File: config.mk
export PLATFORM = sky130hd
export DESIGN_NAME = irq_cmd_seq
export DESIGN_NICKNAME = d
export VERILOG_FILES = /design/src/rtl/irq_seq_pkg.sv /design/src/rtl/irq_setup_seq.sv /design/src/rtl/irq_op_ctl.sv /design/src/rtl/irq_rd_steer.sv /design/src/rtl/irq_cmd_seq.sv
export SDC_FILE = /design/constraint.sdc
export NUM_CORES = 1
export LEC_CHECK = 0
export CAP_MARGIN = 25
export CORE_MARGIN = 2
export CORE_UTILIZATION = 60
export DETAILED_ROUTE_END_ITERATION = 7
export DONT_BUFFER_PORTS = 1
export PLACE_DENSITY = 0.76
export SETUP_SLACK_MARGIN = 0.2
export SYNTH_ARGS = -nofsm -noshare
export SYNTH_HDL_FRONTEND = slang
export SYNTH_HIERARCHICAL = 1
export SYNTH_SLANG_ARGS = --single-unit
File: constraint.sdc
create_clock -name clk -period 1.94 [get_ports clk]
set_input_delay 0.291 -clock clk [delete_from_list [all_inputs] [get_ports clk]]
set_output_delay 0.291 -clock clk [all_outputs]
set_load 0.01 [all_outputs]
File: src/rtl/irq_seq_pkg.sv
package irq_seq_pkg;

    typedef enum logic [1:0] {
        SEQ_IDLE = 2'd0,
        SEQ_BASE = 2'd1,
        SEQ_LINK = 2'd2,
        SEQ_MODE = 2'd3
    } seq_state_e;

    typedef enum logic [2:0] {
        WK_NONE  = 3'd0,
        WK_INIT  = 3'd1,
        WK_RDCTL = 3'd2,
        WK_CMD   = 3'd3,
        WK_DATA  = 3'd4
    } wr_kind_e;

    typedef enum logic [2:0] {
        CMD_ROT_CLR = 3'd0,
        CMD_NS_EOI  = 3'd1,
        CMD_NOP     = 3'd2,
        CMD_SP_EOI  = 3'd3,
        CMD_ROT_SET = 3'd4,
        CMD_NS_ROT  = 3'd5,
        CMD_SET_PRI = 3'd6,
        CMD_SP_ROT  = 3'd7
    } cmd_code_e;

    function automatic wr_kind_e classify(input logic we, input logic a,
                                          input logic [7:0] d);
        if (!we)       return WK_NONE;
        else if (a)    return WK_DATA;
        else if (d[4]) return WK_INIT;
        else if (d[3]) return WK_RDCTL;
        else           return WK_CMD;
    endfunction

    function automatic logic cmd_strobes(input cmd_code_e c);
        return (c == CMD_NS_EOI) || (c == CMD_NS_ROT) || (c == CMD_SP_EOI) ||
               (c == CMD_SET_PRI) || (c == CMD_SP_ROT);
    endfunction

endpackage

File: src/rtl/irq_setup_seq.sv
module irq_setup_seq
    import irq_seq_pkg::*;
#(
    parameter int DATA_W = 8,
    parameter int LINE_W = 3
) (
    input  logic              clk,
    input  logic              rst,
    input  wr_kind_e          kind,
    input  logic [DATA_W-1:0] wr_data,
    output logic [DATA_W-1:0] mask,
    output logic [DATA_W-1:0] vec_base,
    output logic              need_fourth,
    output logic              spec_nest,
    output logic              auto_eoi,
    output logic              init_stb
);
    localparam logic [DATA_W-1:0] LOW_BITS  = DATA_W'((1 << LINE_W) - 1);
    localparam logic [DATA_W-1:0] BASE_KEEP = ~LOW_BITS;

    seq_state_e state;

    always_ff @(posedge clk) begin
        if (rst) begin
            state       <= SEQ_IDLE;
            mask        <= '0;
            vec_base    <= '0;
            need_fourth <= 1'b0;
            spec_nest   <= 1'b0;
            auto_eoi    <= 1'b0;
            init_stb    <= 1'b0;
        end else begin
            init_stb <= 1'b0;
            case (kind)
                WK_INIT: begin
                    need_fourth <= wr_data[0];
                    mask        <= '0;
                    init_stb    <= 1'b1;
                    state       <= SEQ_BASE;
                    if (!wr_data[0]) begin
                        spec_nest <= 1'b0;
                        auto_eoi  <= 1'b0;
                    end
                end
                WK_DATA: begin
                    case (state)
                        SEQ_IDLE: mask <= wr_data;
                        SEQ_BASE: begin
                            vec_base <= wr_data & BASE_KEEP;
                            state    <= SEQ_LINK;
                        end
                        SEQ_LINK: state <= need_fourth ? SEQ_MODE : SEQ_IDLE;
                        SEQ_MODE: begin
                            spec_nest <= wr_data[4];
                            auto_eoi  <= wr_data[1];
                            state     <= SEQ_IDLE;
                        end
                        default: state <= SEQ_IDLE;
                    endcase
                end
                default: ;
            endcase
        end
    end
endmodule

File: src/rtl/irq_op_ctl.sv
module irq_op_ctl
    import irq_seq_pkg::*;
#(
    parameter int DATA_W = 8,
    parameter int LINE_W = 3
) (
    input  logic              clk,
    input  logic              rst,
    input  wr_kind_e          kind,
    input  logic [DATA_W-1:0] wr_data,
    input  logic              rd_en,
    input  logic              best_valid,
    input  logic [LINE_W-1:0] best_line,
    output logic              rot_auto_eoi,
    output logic              spec_mask,
    output logic              read_isr,
    output logic              poll_armed,
    output logic              cmd_stb,
    output logic [2:0]        cmd_op,
    output logic [LINE_W-1:0] cmd_line,
    output logic              poll_ack,
    output logic [LINE_W-1:0] poll_line
);
    cmd_code_e code;
    logic      poll_take;
    wire       unused_bits = ^wr_data[4:3];

    assign code      = cmd_code_e'(wr_data[7:5]);
    assign poll_take = rd_en && poll_armed;

    always_ff @(posedge clk) begin
        if (rst) begin
            rot_auto_eoi <= 1'b0;
            spec_mask    <= 1'b0;
            read_isr     <= 1'b0;
            poll_armed   <= 1'b0;
            cmd_stb      <= 1'b0;
            cmd_op       <= '0;
            cmd_line     <= '0;
            poll_ack     <= 1'b0;
            poll_line    <= '0;
        end else begin
            cmd_stb  <= 1'b0;
            poll_ack <= 1'b0;
            if (poll_take) begin
                poll_armed <= 1'b0;
                if (best_valid) begin
                    poll_ack  <= 1'b1;
                    poll_line <= best_line;
                end
            end
            case (kind)
                WK_INIT: begin
                    spec_mask <= 1'b0;
                    read_isr  <= 1'b0;
                end
                WK_RDCTL: begin
                    if (wr_data[2]) poll_armed <= 1'b1;
                    if (wr_data[1]) read_isr   <= wr_data[0];
                    if (wr_data[6]) spec_mask  <= wr_data[5];
                end
                WK_CMD: begin
                    if (code == CMD_ROT_CLR || code == CMD_ROT_SET)
                        rot_auto_eoi <= wr_data[7];
                    if (cmd_strobes(code)) begin
                        cmd_stb  <= 1'b1;
                        cmd_op   <= code;
                        cmd_line <= wr_data[LINE_W-1:0];
                    end
                end
                default: ;
            endcase
        end
    end
endmodule

File: src/rtl/irq_rd_steer.sv
module irq_rd_steer #(
    parameter int DATA_W = 8,
    parameter int LINE_W = 3
) (
    input  logic              addr,
    input  logic              poll_armed,
    input  logic              read_isr,
    input  logic              best_valid,
    input  logic [LINE_W-1:0] best_line,
    input  logic [DATA_W-1:0] req_bits,
    input  logic [DATA_W-1:0] isr_bits,
    input  logic [DATA_W-1:0] mask,
    output logic [DATA_W-1:0] rd_data
);
    localparam logic [DATA_W-1:0] NO_LINE = DATA_W'({LINE_W{1'b1}});

    always_comb begin
        if (poll_armed)
            rd_data = best_valid ? DATA_W'(best_line) : NO_LINE;
        else if (addr)
            rd_data = mask;
        else
            rd_data = read_isr ? isr_bits : req_bits;
    end
endmodule

File: src/rtl/irq_cmd_seq.sv
module irq_cmd_seq
    import irq_seq_pkg::*;
#(
    parameter int DATA_W = 8,
    parameter int LINE_W = 3
) (
    input  logic              clk,
    input  logic              rst,
    input  logic              wr_en,
    input  logic              rd_en,
    input  logic              addr,
    input  logic [DATA_W-1:0] wr_data,
    output logic [DATA_W-1:0] rd_data,
    input  logic [DATA_W-1:0] req_bits,
    input  logic [DATA_W-1:0] isr_bits,
    input  logic              best_valid,
    input  logic [LINE_W-1:0] best_line,
    output logic [DATA_W-1:0] mask,
    output logic [DATA_W-1:0] vec_base,
    output logic              need_fourth,
    output logic              spec_nest,
    output logic              auto_eoi,
    output logic              rot_auto_eoi,
    output logic              spec_mask,
    output logic              read_isr,
    output logic              poll_armed,
    output logic              init_stb,
    output logic              cmd_stb,
    output logic [2:0]        cmd_op,
    output logic [LINE_W-1:0] cmd_line,
    output logic              poll_ack,
    output logic [LINE_W-1:0] poll_line
);
    wr_kind_e kind;

    assign kind = classify(wr_en, addr, wr_data[7:0]);

    irq_setup_seq #(.DATA_W(DATA_W), .LINE_W(LINE_W)) u_setup (
        .clk(clk), .rst(rst), .kind(kind), .wr_data(wr_data),
        .mask(mask), .vec_base(vec_base), .need_fourth(need_fourth),
        .spec_nest(spec_nest), .auto_eoi(auto_eoi), .init_stb(init_stb)
    );

    irq_op_ctl #(.DATA_W(DATA_W), .LINE_W(LINE_W)) u_op (
        .clk(clk), .rst(rst), .kind(kind), .wr_data(wr_data),
        .rd_en(rd_en), .best_valid(best_valid), .best_line(best_line),
        .rot_auto_eoi(rot_auto_eoi), .spec_mask(spec_mask),
        .read_isr(read_isr), .poll_armed(poll_armed), .cmd_stb(cmd_stb),
        .cmd_op(cmd_op), .cmd_line(cmd_line), .poll_ack(poll_ack),
        .poll_line(poll_line)
    );

    irq_rd_steer #(.DATA_W(DATA_W), .LINE_W(LINE_W)) u_rd (
        .addr(addr), .poll_armed(poll_armed), .read_isr(read_isr),
        .best_valid(best_valid), .best_line(best_line),
        .req_bits(req_bits), .isr_bits(isr_bits), .mask(mask),
        .rd_data(rd_data)
    );
endmodule

Yosys cells after proc, flatten, opt, wreduce, memory -nomap -nowiden
Index checks and enable logic that the tools add are counted.
W data, S select, Z words.
- word-level logic and storage cells: 86
- output and inout port bits: 43
- register bits: 34
- bitwise operators: 2
- equal/unequal tests: 19
- reductions and logical operators: 21
- multiplexer cells: 28
- operators with widths (operator ; count):
    $mux W8 ; 4
    $pmux W8 S2 ; 1
    $reduce_and A2 Y1 ; 8
    $eq A3 B3 Y1 const B ; 5
    $mux W1 ; 12
    $eq A3 B2 Y1 const B ; 3
    $mux W3 ; 3
    $ne A2 B2 Y1 const B ; 4
    $pmux W1 S2 ; 4
    $eq A3 B1 Y1 const B ; 2
    $pmux W2 S3 ; 1
    $logic_or A1 B1 Y1 ; 5
    $eq A2 B2 Y1 const B ; 2
    $mux W2 ; 2
    $ne A4 B1 Y1 const B ; 1
    $pmux W2 S2 ; 1
    $reduce_bool A2 Y1 ; 2
    $reduce_or A2 Y1 ; 2
    $logic_not A3 Y1 ; 1
    $reduce_and A3 Y1 ; 1
    $eq A2 B1 Y1 const B ; 1
    $logic_not A2 Y1 ; 1
    $ne A2 B1 Y1 const B ; 1
    $not A1 Y1 ; 2
    $logic_and A1 B1 Y1 ; 1

Depth between registers and ports, before layout
Gate-level depths: netlist of the first run.
- word-level depth: 7
- depth in mapped cells: 5
- depth with buffers taken out: 5

Cells and area by module
Netlist of the first run, hierarchy kept.
- by module, submodules not included (module ; area an instance (sq um) ; sequential area each (sq um) ; times used ; cells each):
    irq_setup_seq ; 797.0 ; 380.4 ; 1 ; 77
    irq_op_ctl ; 634.4 ; 300.3 ; 1 ; 66
    irq_rd_steer ; 255.2 ; 0.0 ; 1 ; 31
    irq_cmd_seq ; 37.5 ; 0.0 ; 1 ; 5

Worst setup path before layout of the first run
OpenSTA, ideal clock, no wires.
- path kind: input -> register
- from: in addr
- to: reg u_setup.auto_eoi
- slack: 0.225 ns
- required time: 1.813 ns
- cell stages on the path: 5
- data arrival time: 1.588 ns
- library setup time: 0.127 ns
- path buffers: 0
- cell sequence: nand2b_4 > a21oi_2 > or4b_2 > o2111ai_1 > o41ai_1
- longest elaborated chain between the ends: 5
- elaborated cells between the ends (all ways): 9
- classes of those cells: eq/ne: 4; mux: 3; reduce/logical: 2
- ends and longest elaborated chain (what ; RTL line ; text):
    start, declared ; irq_cmd_seq.sv:11 ; input logic addr,
    $mux W3 * ; irq_seq_pkg.sv:32 ; else if (a) return WK_DATA;
    $mux W3 * ; irq_seq_pkg.sv:31 ; if (!we) return WK_NONE;
    net kind[0] ; irq_cmd_seq.sv:34 ; wr_kind_e kind;
    $eq A3 B3 Y1 / $eq A3 B1 Y1 (equally long branches) ; irq_setup_seq.sv:34 ; case (kind)
    $ne A2 B1 Y1 (no line) (tied with other cells) ; n/a ;
    $reduce_and A3 Y1 (no line) ; n/a ;
    end signal, assigned ; irq_setup_seq.sv:55 ; auto_eoi <= wr_data[1];
    end, declared ; irq_setup_seq.sv:15 ; output logic auto_eoi,
The timed path passes the listed nets; every way through them passes the cells marked *.
A chain may end at the register's enable or synchronous reset.

Worst setup path in the final report of the first run
- from: reg u_op.read_isr
- to: out rd_data[1]
- longest elaborated chain between the ends: 3
- ends and longest elaborated chain (what ; RTL line ; text):
    start, declared ; irq_op_ctl.sv:16 ; output logic read_isr,
    start signal, assigned ; irq_op_ctl.sv:59 ; if (wr_data[1]) read_isr <= wr_data[0];
    $mux W8 ; irq_rd_steer.sv:23 ; rd_data = read_isr ? isr_bits : req_bits;
    $mux W8 ; irq_rd_steer.sv:20 ; else if (addr)
    $mux W8 ; irq_rd_steer.sv:18 ; if (poll_armed)
    end, declared ; irq_cmd_seq.sv:13 ; output logic [DATA_W-1:0] rd_data,
No other way between the ends.

==> results of run 1 <==
## metal layers
metal	vias up	wire [um]	GRT usage
li1	657	-	-
met1	613	1505	0.2629
met2	85	1718	0.3636
met3	8	444	0.08844
met4	0	70	0.1063
met5	-	0	0
## timing repair
action | CTS | global route
setup endpoints to repair | 8 | 2
buffers inserted | 0 | 0
pin swaps | 0 | 0
resized for setup | 2 | 1
endpoints found under the hold margin | 0 | 0
## registers in the layout, summed over array words and instances, names as in the netlist
name / count
u_op/read_isr: 1
u_op/poll_armed: 1
u_op/spec_mask: 1
u_op/cmd_stb: 1
u_op/poll_ack: 1
u_setup/need_fourth: 1
u_setup/spec_nest: 1
u_setup/mask: 8
u_op/cmd_line: 3
u_op/rot_auto_eoi: 1
u_setup/init_stb: 1
u_op/poll_line: 3
u_setup/state: 2
u_setup/auto_eoi: 1
u_op/cmd_op: 3
u_setup/vec_base: 5
## logic make-up after synthesis
kind of cell           after synthesis  share of synthesized area
buffers and inverters               16                    0.05007
multiplexers                        20                     0.1161
flip-flops                          34                     0.3948
AO/OA/AOI/OAI                       42                     0.1916
AND/OR/NAND/NOR                     66                     0.2453
other                                1                   0.002175
## power groups by stage
stage	Clock, uW	Combinational (uW)	Sequential [uW]
after floorplan	0	118	745
after global placement	0	119	751
after detailed placement	0	124	751
after CTS	400	124	735
after global routing	420	137	738
final	390	126	735
## through the flow
| step | total power, uW | instances |
|---|---|---|
| after floorplan | 863.0 | 181 |
| final | 1251 | 215 |
| after global routing | 1296 | 215 |
| after global placement | 869.8 | 207 |
| after detailed placement | 875.2 | 207 |
| after CTS | 1259 | 215 |
## final timing paths
| path | endpoint | slack [ns] |
|---|---|---|
| worst min register to register | u_setup/vec_base[4] | 0.51 |
| worst max-delay path | rd_data[1] | 0.26 |
| worst min-delay path | u_op/poll_armed | 0.01 |
| worst max register to register | u_setup/vec_base[7] | 0.48 |
## cells in the mapped netlist, types with 2 or more instances
cell type,instances,area [sq um]
nor2b_1,6,37.54
a22o_1,8,70.07
nor3b_1,4,30.03
and3b_1,3,26.28
buf_4,3,22.52
o2111ai_1,2,17.52
nand2b_1,13,81.33
and2_2,2,15.01
o31a_1,2,17.52
o31ai_1,2,15.01
a2bb2oi_1,2,17.52
o21ai_0,2,10.01
dfxtp_1,34,680.7
nor3_1,2,10.01
a211oi_1,8,60.06
a32oi_1,2,17.52
a21oi_1,7,35.03
nor2_1,10,37.54
mux2i_1,20,200.2
clkbuf_1,3,11.26
nand2_1,12,45.04
inv_1,8,30.03
buf_6,2,22.52
o32ai_1,2,17.52
## worst max-delay path, delay by kind of cell (launching register included)
family | cells | cell delay, ns
muxes | 1 | 0.13
AOI/OAI and AO/OA | 1 | 0.41
DFF | 1 | 0.51
## area by class of cell
class	count	area [sq um]	share of cell area
inverter	8	30.03	0.01664
multi-input combinational	131	969.7	0.5374
sequential	34	683.2	0.3786
clock inverter	1	5.005	0.002774
timing repair buffer	3	22.52	0.01248
tap	31	38.79	0.02150
clock buffer	7	55.05	0.03051
==> key figures, run 1 <==
Finish
  • ANT cells: 0
  • Share of cells above drive strength 1: 0.1359
  • Commonest non-fill, non-tap cell in the layout: dfxtp_1
  • Most frequent cells in the layout: dfxtp_1 (32), mux2i_1 (20), nand2b_1 (13)
  • Layout area overhead: 4.644%
  • Final nets: 216
  • Post-layout util: 0.6600
  • Final Cell Area: 0.001804 sq mm
  • Filler Cell Count: 232

Place
  • Gpl congestion: around 0.82
  • IO buf count: 0
  • DP HPWL: 2764 um
  • Post-DP Area: 0.001737 sq mm
  • Dpl ws: approximately 0.21 ns

Routing
  • Routed WL: 3739 um
  • Iter 0 DRT Violations: 82
  • DR pass1 iterations: 4
  • Vias: 1363
  • Via/cell ratio: 6.340
  • Post-route ant nets: 0
  • Drt wl/cell: 17.39 um
  • DRC violations left: 0

Global route
  • First-pass GRT wire length: 5706 um
  • Largest net degree at the start of global routing: 27
  • Antenna violations before repair: 0
  • Number of global-route vias before repair: 1312
  • Grt total ovfl: 0
  • GRT Total Usage: 0.2258

Floorplanning
  • Die W: 57.61 um
  • Die Area: 0.003318 sq mm
  • Row cnt: 19
  • Ports: 76
  • Die Y: 57.61 um
  • Starting Density: 0.6307
  • Core area: 0.002734 sq mm

Yosys
  • Fraction of registers with async set/reset: 0
  • Sequential area share after synthesis: 0.3948
  • Average cell area after synthesis: 9.632 sq um
  • Prevailing post-synth register cell: dfxtp_1
  • Cells after Synth: 179
  • Syn Std Cell Area: roughly 0.0017 sq mm
  • Synth Register Bits: 34
  • Post-synth cell types: between 40 and 50
  • Ys Warns: 6
  • EDFF count, synth: 0

Critical path
  • Critical path launch point type: register
  • Crit path arrival time: 1.38 ns
  • Worst Path Max Fanout: 11
  • CP Capture Type: primary output
  • Reg2reg path depth: 3
  • Worst-path cell chain: mux2i_1, a211oi_1
  • Slowest stage cell, crit path: dfxtp_2
  • Crit-path max cell delay: 0.51 ns
  • WP data required: around 1.7 ns
  • Crit Path Class: register to primary output
  • Critical Path Start: u_op/read_isr
  • Reg2reg start: u_setup/state[0]

Min path
  • Worst hold path type: input pin to register
  • Min-delay src: rst
  • Hold depth: 1

Pwr
  • VDD IR max: 0.6300 mV
  • Clock power frac: 0.311
  • P_leak: around 0.00065 uW
  • Combinational share of power: 0.101
  • Sequential group share of total power: 0.588
  • P_int: 946.3 uW
  • NetSw: 304.7 uW
  • Pwr dens: 693.4 mW/mm^2
  • Net Sw Frac: 0.2436

CTS
  • Clock Pin Slew Worst Setup and Hold Paths: ~0.10 ns
  • CTS tree: done
  • Clock Path Buffers: 2
  • Num CTS Buffers: 5
  • Number of hold buffers added after cts: 0
  • Clk_lat worst skew: about 0.33 ns
  • H-tree levels: 2
  • Root Driver: clkbuf_4
  • Num Clock Sinks: 34

Timing
  • Max Fclk: approximately 600 MHz
  • Setup_tns: 0 ns
  • Hold Slack: 0.01131 ns
  • PnR worst setup slack: 0.2644 ns
  • Final setup fails: 0
  • Final Critical Period: ~1.7 ns
  • Max-Slew Margin vs Limit: 0.6230
  • RSZ-0062 raised after global routing: yes
  • Tcrit/Tclk final: 0.8637
  • Slew @ Worst Pin: between 0.5 and 0.6 ns
  • Hold violation count in the final report: 0
  • Final Max Tran Viols: 0
  • Clock skew: 0.008414 ns

Flow run
  • Max_cap viols: 0

Status
  • Status: complete, no violations
Note: power is estimated with default switching activity, not from simulation.
==> run 2, diff against run 1 <==
- CAP_MARGIN: 25 -> 5
- SYNTH_HIERARCHICAL: 1 -> unset
==> run 2 against run 1 <==
Effect of this change:
- count of clock-buffer cells in the layout unchanged
- non-clock buffer count increased by 2
- flip-flop and latch count unchanged
- die area decreased by 0.68%
- combinational power decreased by 13%
- global-route usage increased by 0.77 points
- sequential share of layout area increased by 0.46 points
- register-to-register slack improved by 0.25 ns
- hold slack improved by 0.0098 ns
- synthesized cell count increased by 3.9%
- critical path depth increased by 2
- critical path type unchanged
==> key figures, run 2 <==
Routing
  • Routed WL: 3680 um
  • Post-route ant nets: 0
  • Vias: 1316
  • Via/cell ratio: about 6.1
  • DR pass1 iterations: 4
  • Drt wl/cell: 17.12 um
  • Iter 0 DRT Violations: 71
  • DRC violations left: 0

Timing
  • Max Fclk: slightly below 600 MHz
  • Slew @ Worst Pin: ~0.65 ns
  • RSZ-0062 raised after global routing: yes
  • Max-Slew Margin vs Limit: 0.5633
  • Tcrit/Tclk final: 0.8929
  • PnR worst setup slack: roughly 0.21 ns
  • Final Critical Period: 1.732 ns
  • Setup_tns: 0 ns
  • Final setup fails: 0
  • Hold violation count in the final report: 0
  • Clock skew: 0.004183 ns
  • Final Max Tran Viols: 0

Place
  • IO buf count: 0
  • Placed cells: 202
  • Post-DP Area: 0.001662 sq mm
  • Gpl congestion: 0.7483
  • Dpl ws: 0.3550 ns
  • DP HPWL: 2572 um

Floorplanning
  • Row cnt: 19
  • Ports: 76
  • Starting Density: 0.6261
  • Die Area: 0.003296 sq mm
  • Core area: roughly 0.0027 sq mm
  • Die Y: 57.41 um
  • Die W: 57.41 um

Finish
  • Largest register FFs: 8
  • Commonest non-fill, non-tap cell in the layout: dfxtp_1
  • ANT cells: 0
  • Layout area overhead: 4.532%
  • Final nets: 216
  • Most frequent cells in the layout: dfxtp_1 (32), mux2i_1 (26), nor2_1 (17)
  • Final Cell Area: ~0.0018 sq mm
  • Share of cells above drive strength 1: 0.1359
  • Filler Cell Count: ~230
  • Non-Filler Instances: 215
  • Largest Register: u_setup.mask
  • Largest registers: u_setup.mask: 8 flops, u_setup.vec_base: 5 flops

Critical path
  • Reg2reg start: u_setup.state[1]
  • Worst Path Max Fanout: 7
  • Crit path arrival time: ~1.4 ns
  • Reg2reg path depth: 3
  • Setup slack, reg-to-reg: 0.73 ns
  • WP data required: 1.65 ns
  • Worst R2R End: u_setup.vec_base[3]
  • Critical path launch point type: register
  • Crit Path Class: register to primary output
  • CP Capture Type: primary output

CTS
  • Clock Pin Slew Worst Setup and Hold Paths: around 0.10 ns
  • Clock Path Buffers: 2
  • Root Driver: clkbuf_4
  • H-tree levels: 2
  • Num CTS Buffers: 5
  • Clk_lat worst skew: about 0.33 ns
  • Num Clock Sinks: 34
  • CTS tree: done

Global route
  • Grt total ovfl: 0
  • GRT Total Usage: 0.2335
  • First-pass GRT wire length: 5996 um
  • Antenna violations before repair: 0
  • Number of global-route vias before repair: between 1000 and 1500
  • Largest net degree at the start of global routing: 36

Pwr
  • VDD IR max: 0.5317 mV
  • P_leak: 0.0007289 uW
  • Pwr dens: 695.1 mW/mm^2

Yosys
  • Synth area leader: dfxtp_1
  • Prevailing post-synth register cell: dfxtp_1
  • Average cell area after synthesis: 9.202 sq um
  • Ranking of synthesized cells by area: dfxtp_1 (40%), mux2i_1 (15%), mux2_2 (5.3%)
  • Post-synth cell types: 34
  • Top post-synthesis cells by count: dfxtp_1 (34), mux2i_1 (26), nor2_1 (18)
  • Synth Register Bits: 34
  • Syn Std Cell Area: 0.001712 sq mm
  • Fraction of registers with async set/reset: 0
  • EDFF count, synth: 0
  • Top cell type's share of synthesized area: 0.3977
  • Cells after Synth: about 190
  • Sequential area share after synthesis: 0.3977
  • Ys Warns: 0
  • Count leader, synth: dfxtp_1

Min path
  • Worst Hold End: u_op.cmd_op[2]
  • Hold depth: 1
  • Worst hold path type: input pin to register
  • Min-delay src: rst

Flow run
  • Max_cap viols: 0

Status
  • Status: complete, no violations
-- run 2: cell count changes after synthesis, moves of 6 or more --
cell,before,now
a211oi_1,8,0
a22o_1,8,0
clkbuf_1,3,9
mux2_2,0,8
mux2i_1,20,26
nor2_1,10,18
o21ai_1,0,6
-- run 2: kinds of logic (layout without fill, tap and decap cells) --
logic type,count (synthesis),in the layout,synth area share
AND/OR/NAND/NOR,59,59,0.1930
AO/OA/AOI/OAI,35,35,0.1330
multiplexers,34,34,0.2047
flip-flops,34,34,0.3977
buffers and inverters,23,19,0.06944
other,1,3,0.002191
-- run 2: worst max path at each step --
stage | slack [ns] | to | startpoint | cells past startpoint
6_report | 0.21 | rd_data[3] | u_op.read_isr | 4
5_1_grt | 0.15 | rd_data[3] | u_op.read_isr | 4
4_1_cts | 0.22 | rd_data[1] | u_op.read_isr | 3
3_5_place_dp | 0.35 | rd_data[1] | u_op.read_isr | 3
3_3_place_gp | 0.39 | rd_data[1] | u_op.read_isr | 3
2_1_floorplan | 0.37 | rd_data[0] | u_op.read_isr | 4
-- run 2: final cells by class --
class                   instances  area [sq um]  share of cell area
multi-input cells             131         933.4              0.5217
flip-flops and latches         34         685.7              0.3832
repair buffers                  5         48.80             0.02727
inverters                       6         22.52             0.01259
clock inverters                 1         5.005            0.002797
clock buffers                   7         55.05             0.03077
well taps                      31         38.79             0.02168
-- run 2: metal layers --
metal,GRT usage,routed length [um]
met1,0.2876,1516
met2,0.3766,1727
met3,0.09297,406
met4,0.06977,29
met5,0,0
-- run 2: critical path, stage by stage (launching register included) --
cell and delay [ns]:
dfxtp_4 0.43, buf_6 0.14, mux2_4 0.30, mux2i_1 0.16, nor2_2 0.08
-- run 2: where the power goes --
group,internal [uW],switching [uW]
combinational,56.8,52.7
clock,176,231
sequential,710,17.8
total,942,302
-- run 2: per-stage QoR --
stage | total power [uW] | utilization | hold slack, ns
finish | 1244 | 0.6545 | 0.02116
global route | 1288 | 0.6545 | 0.001336
CTS | 1239 | 0.6311 | 0.003383
detailed placement | 843.0 | 0.6078 | 0.3667
global placement | 838.7 | 0.6078 | 0.3652
floorplan | 862.4 | - | 0.4298
-- run 2: timing repair --
| action | 4_1_cts | 5_1_grt |
|---|---|---|
| pin swaps | 0 | 3 |
| hold endpoints to repair | 0 | 3 |
| setup buffers | 0 | 2 |
| hold buffers | 0 | 3 |
| endpoints found under the setup margin | 8 | 4 |
| gates resized for setup | 2 | 10 |
